<file path="src/rtl/mbox_pkg.sv">
package mbox_pkg;

  // Source chosen for one stored dword on a clock edge.
  typedef enum logic [1:0] {
    SRC_HOLD = 2'd0,
    SRC_REQ  = 2'd1,
    SRC_RSP  = 2'd2
  } wsrc_e;

  // Responder has priority over requester on the same dword.
  function automatic wsrc_e word_source(input logic req_hit, input logic rsp_hit);
    if (rsp_hit)      return SRC_RSP;
    else if (req_hit) return SRC_REQ;
    else              return SRC_HOLD;
  endfunction

  // Replace the top bit of a dword with a forced ownership value.
  function automatic logic [31:0] with_owner(input logic [31:0] data, input logic owner);
    return {owner, data[30:0]};
  endfunction

endpackage

</file>
<file path="src/rtl/mbox_gate.sv">
module mbox_gate (
  input  logic clk,
  input  logic rst_n,
  input  logic wr_en,
  input  logic rsp_owns,
  output logic accept,
  output logic drop,
  output logic ignored
);

  assign accept = wr_en && !rsp_owns;
  assign drop   = wr_en &&  rsp_owns;

  always_ff @(posedge clk or negedge rst_n) begin
    if (!rst_n) ignored <= 1'b0;
    else        ignored <= drop;
  end

  AST_DROP_FLAGGED: assert property (@(posedge clk) disable iff (!rst_n)
    drop |=> ignored);
  AST_FLAG_ONLY_AFTER_DROP: assert property (@(posedge clk) disable iff (!rst_n)
    ignored |-> $past(wr_en && rsp_owns));

endmodule

</file>
<file path="src/rtl/mbox_store.sv">
module mbox_store
  import mbox_pkg::*;
#(
  parameter int unsigned DW     = 32,
  parameter int unsigned NWORDS = 8,
  parameter int unsigned AW     = $clog2(NWORDS)
) (
  input  logic                       clk,
  input  logic                       rst_n,
  input  logic                       req_we,
  input  logic [AW-1:0]              req_addr,
  input  logic [DW-1:0]              req_wdata,
  input  logic                       rsp_we,
  input  logic [AW-1:0]              rsp_addr,
  input  logic [DW-1:0]              rsp_wdata,
  output logic [NWORDS-1:0][DW-1:0]  words,
  output logic                       rsp_owns
);

  localparam int unsigned LAST = NWORDS - 1;

  for (genvar i = 0; i < NWORDS; i++) begin : g_word
    logic  req_hit, rsp_hit;
    wsrc_e src;
    assign req_hit = req_we && (req_addr == AW'(i));
    assign rsp_hit = rsp_we && (rsp_addr == AW'(i));
    assign src     = word_source(req_hit, rsp_hit);

    if (i == LAST) begin : g_hdr
      always_ff @(posedge clk or negedge rst_n) begin
        if (!rst_n) words[i] <= '0;
        else begin
          case (src)
            SRC_RSP: words[i] <= with_owner(rsp_wdata, 1'b0);
            SRC_REQ: words[i] <= with_owner(req_wdata, 1'b1);
            default: ;
          endcase
        end
      end
    end else begin : g_pay
      always_ff @(posedge clk or negedge rst_n) begin
        if (!rst_n) words[i] <= '0;
        else begin
          case (src)
            SRC_RSP: words[i] <= rsp_wdata;
            SRC_REQ: words[i] <= req_wdata;
            default: ;
          endcase
        end
      end
    end
  end

  assign rsp_owns = words[LAST][DW-1];

  AST_QUIET_HOLDS: assert property (@(posedge clk) disable iff (!rst_n)
    (!req_we && !rsp_we) |=> $stable(words));

endmodule

</file>
<file path="src/rtl/mbox_rdport.sv">
module mbox_rdport #(
  parameter int unsigned DW     = 32,
  parameter int unsigned NWORDS = 8,
  parameter int unsigned AW     = $clog2(NWORDS)
) (
  input  logic                      clk,
  input  logic                      rst_n,
  input  logic                      rd_en,
  input  logic [AW-1:0]             addr,
  input  logic                      fn_reset,
  input  logic [NWORDS-1:0][DW-1:0] words,
  output logic [DW-1:0]             rdata
);

  logic mask_hit;
  assign mask_hit = fn_reset && (addr == AW'(NWORDS - 1));

  always_ff @(posedge clk or negedge rst_n) begin
    if (!rst_n)           rdata <= '0;
    else if (rd_en) begin
      if (mask_hit)       rdata <= '1;
      else                rdata <= words[addr];
    end
  end

  AST_RESET_PATTERN: assert property (@(posedge clk) disable iff (!rst_n)
    (rd_en && fn_reset && addr == AW'(NWORDS - 1)) |=> (rdata == '1));
  AST_RDATA_HOLDS: assert property (@(posedge clk) disable iff (!rst_n)
    !rd_en |=> $stable(rdata));

endmodule

</file>
<file path="src/rtl/mbox_window.sv">
module mbox_window #(
  parameter int unsigned DW     = 32,
  parameter int unsigned NWORDS = 8,
  parameter int unsigned AW     = $clog2(NWORDS)
) (
  input  logic          clk,
  input  logic          rst_n,
  input  logic          fn_reset,
  input  logic          req_wr_en,
  input  logic          req_rd_en,
  input  logic [AW-1:0] req_addr,
  input  logic [DW-1:0] req_wdata,
  output logic [DW-1:0] req_rdata,
  output logic          req_ignored,
  input  logic          rsp_wr_en,
  input  logic          rsp_rd_en,
  input  logic [AW-1:0] rsp_addr,
  input  logic [DW-1:0] rsp_wdata,
  output logic [DW-1:0] rsp_rdata
);

  localparam logic [AW-1:0] LAST_A = AW'(NWORDS - 1);

  logic                      rsp_owns;
  logic                      req_accept;
  logic                      req_drop;
  logic [NWORDS-1:0][DW-1:0] words;
  logic                      req_doorbell;
  logic                      rsp_reply;

  mbox_gate u_gate (
    .clk     (clk),
    .rst_n   (rst_n),
    .wr_en   (req_wr_en),
    .rsp_owns(rsp_owns),
    .accept  (req_accept),
    .drop    (req_drop),
    .ignored (req_ignored)
  );

  mbox_store #(.DW(DW), .NWORDS(NWORDS), .AW(AW)) u_store (
    .clk      (clk),
    .rst_n    (rst_n),
    .req_we   (req_accept),
    .req_addr (req_addr),
    .req_wdata(req_wdata),
    .rsp_we   (rsp_wr_en),
    .rsp_addr (rsp_addr),
    .rsp_wdata(rsp_wdata),
    .words    (words),
    .rsp_owns (rsp_owns)
  );

  mbox_rdport #(.DW(DW), .NWORDS(NWORDS), .AW(AW)) u_req_rd (
    .clk     (clk),
    .rst_n   (rst_n),
    .rd_en   (req_rd_en),
    .addr    (req_addr),
    .fn_reset(fn_reset),
    .words   (words),
    .rdata   (req_rdata)
  );

  mbox_rdport #(.DW(DW), .NWORDS(NWORDS), .AW(AW)) u_rsp_rd (
    .clk     (clk),
    .rst_n   (rst_n),
    .rd_en   (rsp_rd_en),
    .addr    (rsp_addr),
    .fn_reset(fn_reset),
    .words   (words),
    .rdata   (rsp_rdata)
  );

  assign req_doorbell = req_accept && (req_addr == LAST_A);
  assign rsp_reply    = rsp_wr_en  && (rsp_addr == LAST_A);

  AST_DOORBELL_HANDOFF: assert property (@(posedge clk) disable iff (!rst_n)
    (req_doorbell && !rsp_reply) |=> rsp_owns);
  AST_OWNER_RISE_CAUSE: assert property (@(posedge clk) disable iff (!rst_n)
    $rose(rsp_owns) |-> $past(req_doorbell));
  AST_REPLY_RETURNS: assert property (@(posedge clk) disable iff (!rst_n)
    rsp_reply |=> !rsp_owns);
  AST_DROP_NO_CHANGE: assert property (@(posedge clk) disable iff (!rst_n)
    (req_drop && !rsp_wr_en) |=> $stable(words));

endmodule

</file>
<file path="config.mk">
export PLATFORM = sky130hd
export DESIGN_NAME = mbox_window
export DESIGN_NICKNAME = d
export VERILOG_FILES = /design/src/rtl/mbox_pkg.sv /design/src/rtl/mbox_gate.sv /design/src/rtl/mbox_store.sv /design/src/rtl/mbox_rdport.sv /design/src/rtl/mbox_window.sv
export SDC_FILE = /design/constraint.sdc
export NUM_CORES = 1
export LEC_CHECK = 0
export ABC_AREA = 1
export BUFFER_PORTS_ARGS = -buffer_cell sky130_fd_sc_hd__buf_2
export CAP_MARGIN = 5
export CELL_PAD_IN_SITES_DETAIL_PLACEMENT = 1
export CELL_PAD_IN_SITES_GLOBAL_PLACEMENT = 1
export CORE_MARGIN = 2
export CORE_UTILIZATION = 45
export CTS_CLUSTER_DIAMETER = 50
export DETAILED_ROUTE_END_ITERATION = 8
export GPL_ROUTABILITY_DRIVEN = 0
export PLACE_DENSITY = 0.89
export REMOVE_ABC_BUFFERS = 1
export SYNTH_ARGS = -nofsm -noshare
export SYNTH_HDL_FRONTEND = slang
export SYNTH_SLANG_ARGS = --single-unit
</file>
<file path="constraint.sdc">
create_clock -name clk -period 3.2 [get_ports clk]
set_clock_uncertainty 0.05 [all_clocks]
set_input_delay 0.48 -clock clk [delete_from_list [all_inputs] [get_ports clk]]
set_output_delay 0.48 -clock clk [all_outputs]
set_load 0.05 [all_outputs]
</file>
==> summary.md <==
| Metric | Value |
|---|---|
| Internal power | `9.35 mW` |
| Sw frac | `0.380` |
| Largest net degree at the start of global routing | `129` |
| Required @ worst endpoint | `3.67 ns` |
| Routed wire per std cell | `22.8 um` |
| Clock Power Share | `0.332` |
| Layout cells sized above 1 | `0.121` |
| Final hold viol count | `0` |
| Clk sinks | `321` |
| Io pins | `142` |
| Distinct cells, synth | `19` |
| Vias | `22,500` |
| Fill cell count | `5,903` |
| Placed cell count | `3,733` |
| Min Tclk post-route | `2.54 ns` |
| Worst EP arrival | `3.02 ns` |
| Initial Util | `0.455` |
| Outcome | `finished, final reports clean` |
| FF+latch area | `0.00803 mm2` |
| Layout Cells excl Fill | `3,822` |
| Postcts setup bufs | `0` |
| PortBufs | `141` |
| Most frequent cell after synthesis | `nand2_1` |
| CTS Buf Count | `45` |
| Leak | `12.2 nW` |
| Tcrit/Tclk final | `0.794` |
| Synth Register Bits | `321` |
| Synth area leaders | `dfrtp_1 41%, nand2_1 41%, nand3_1 8.2%` |
| Core ar. | `0.0430 mm2` |
| Root Buffer | `clkbuf_16` |
| Routed WL | `87.0 mm` |
| First-pass GRT wire length | `133 mm` |
| Setup_tns | `0 ns` |
| Post-synth EDFFs | `0` |
| Overall power | `15.1 mW` |
| Slew headroom | `0.126` |
| Gr usage total | `0.388` |
| RSZ-0062 raised after global routing | `no` |
| Cell area after layout | `0.0223 mm2` |
| Critical path class | `register to register` |
| Final worst slack | `0.658 ns` |
| Cell area after synthesis | `0.0196 mm2` |
| Residual DRC | `0` |
| Dpl ws | `0.406 ns` |
| 1st-iter DRT viols | `2,337` |
| Slew @ Worst Pin | `1.31 ns` |
| Area Growth Syn to Fin | `13.9%` |
| Gate power share | `0.278` |
| Top FF cell, synth | `dfrtp_1` |
| First-pass DRT Iterations | `5` |
| CTS clk-pin slew, worst paths | `0.06 ns` |
| Number of antenna violations at the first check in global routing | `5` |
| Setup crit start kind | `register` |
| Chip height | `213 um` |
| Row cnt | `76` |
| Setup violations, final | `0` |
| Vias per cell | `5.88` |
| Clk_lat worst skew | `0.59 ns` |
| Async SR Flop Fraction | `1.00` |
| Post-route ant nets | `0` |
| Post-DP HPWL | `50.2 mm` |
| Area of the multi-input gates | `0.0104 mm2` |
| Seq pwr share | `0.390` |
| Sw power | `5.74 mW` |
| Synth Area per Inst | `6.16 um2` |
| Post-synth top area share | `0.410` |
| Clock Path Buffers | `3` |
| Synthesis warning total | `0` |
| Cell Pwr Density | `677 mW/mm2` |
| Fmax | `0.393 GHz` |
| CTS tree | `yes` |
| Layout Nets | `3,273` |
| Global route total overflow | `0` |
| Peak VDD IR | `0.000425 V` |
| Final Max Slew Viols | `0` |
| Post-Syn Instances | `3,180` |
| Cell type with the largest total area after synthesis | `dfrtp_1` |
| Worst hold path type | `input port to register` |
| Crit end category | `register` |
| CTS HTree Levels | `2` |
| Placed inst area | `0.0208 mm2` |
| Max-cap violations | `0` |
| Die area | `0.0452 mm2` |
| Die Width | `213 um` |
| Crit path max fanout | `25` |
| Vias in the first global route | `23,700` |
| Seq/Total Area, Yosys | `0.410` |
| Post-synth top cells | `2,119 x nand2_1, 321 x dfrtp_1, 319 x nand3_1, 104 x buf_2, 76 x clkbuf_1` |
-- path summary, 6_finish.rpt --
kind                                 endpoint  slack (ns)          startpoint  depth (start not counted)
setup / recovery            u_store.words[45]        0.66    u_store.rsp_owns                          8
hold / removal             u_store.words[109]        0.17       req_wdata[13]                          3
setup reg to reg            u_store.words[45]        0.66    u_store.rsp_owns                          8
hold reg to reg            u_store.words[244]        0.47  u_store.words[244]                          2
max in group asynchronous   u_store.words[38]        1.64               rst_n                          3
min in group asynchronous  u_req_rd.rdata[29]        0.47               rst_n                          2
-- final cells by class --
cell class / instances / area share
Tap cell: 585 / 0.0328
Multi-Input combinational cell: 2535 / 0.465
Clock inverter: 21 / 0.00853
Clock buffer: 61 / 0.0573
Antenna cell: 6 / 0.000673
Inverter: 79 / 0.0135
Sequential cell: 321 / 0.360
Timing Repair Buffer: 214 / 0.0621
-- per-layer routing --
layer / track usage / wire, um
met3: 0.100 / 9480
met5: 0 / 24
met2: 0.628 / 39800
met1: 0.463 / 32600
met4: 0.238 / 5010
-- cell families (layout without fill, tap and decap cells) --
logic type,Yosys count,after routing,share of synthesized area
and+or+nand+nor,2524,2524,0.516
buffers and inverters,324,375,0.0699
DFF,321,321,0.410
AOI/OAI and AO/OA,11,11,0.00339
other,0,6,0
-- stage by stage --
step           utilization  hold WS, ns
2_1_floorplan            -        0.134
3_3_place_gp         0.484        0.440
6_report             0.519        0.173
4_1_cts              0.518        0.150
3_5_place_dp         0.484        0.450
5_1_grt              0.519        0.161
-- critical path: stages (launching register included) --
cell and delay, ns:
dfrtp_1 0.45, inv_2 0.06, nand2_1 0.14, nor2_2 0.06
buf_4 0.19, a21oi_4 1.02, buf_4 0.35, nand2_1 0.07
nand3_1 0.09
-- power by group through the flow --
| stage | Combinational, mW | Clock [mW] | Sequential (mW) |
|---|---|---|---|
| 6_report | 4.19 | 5.01 | 5.89 |
| 4_1_cts | 4.16 | 5.02 | 5.84 |
| 2_1_floorplan | 2.19 | 0 | 6.18 |
| 5_1_grt | 4.65 | 5.19 | 5.98 |
| 3_3_place_gp | 3.84 | 0 | 5.81 |
| 3_5_place_dp | 4.07 | 0 | 5.88 |
-- what timing repair did --
| item | 4_1_cts | 5_1_grt |
|---|---|---|
| gates resized for setup | 0 | 0 |
| hold buffers | 1 | 0 |
| endpoints found under the hold margin | 72 | 0 |
| setup endpoints to repair | 0 | 0 |
-- flip-flops by register name (all words and copies together), names as in the netlist --
signal / count
u_gate.ignored: 1
u_req_rd.rdata: 32
u_rsp_rd.rdata: 32
u_store.rsp_owns: 1
u_store.words: 255
-- cells in the final DEF, fill, tap and decap left out, types with 2 or more instances in the layout --
master | Yosys | routed
inv_6 | 0 | 3
inv_4 | 0 | 2
inv_2 | 10 | 10
buf_12 | 0 | 9
clkinv_4 | 0 | 3
inv_1 | 69 | 67
clkinv_2 | 0 | 8
nor2_4 | 1 | 10
a21oi_4 | 0 | 8
nand2_1 | 2119 | 2119
diode_2 | 0 | 6
or2_2 | 64 | 64
bufinv_16 | 0 | 2
clkbuf_16 | 0 | 47
nor3_4 | 0 | 7
buf_2 | 104 | 138
clkbuf_8 | 0 | 5
dfrtp_1 | 321 | 321
clkbuf_1 | 76 | 9
clkinvlp_4 | 0 | 5
buf_4 | 0 | 65
nor2_1 | 4 | 3
nand3_1 | 319 | 319
Note: power is estimated with default switching activity, not from simulation.
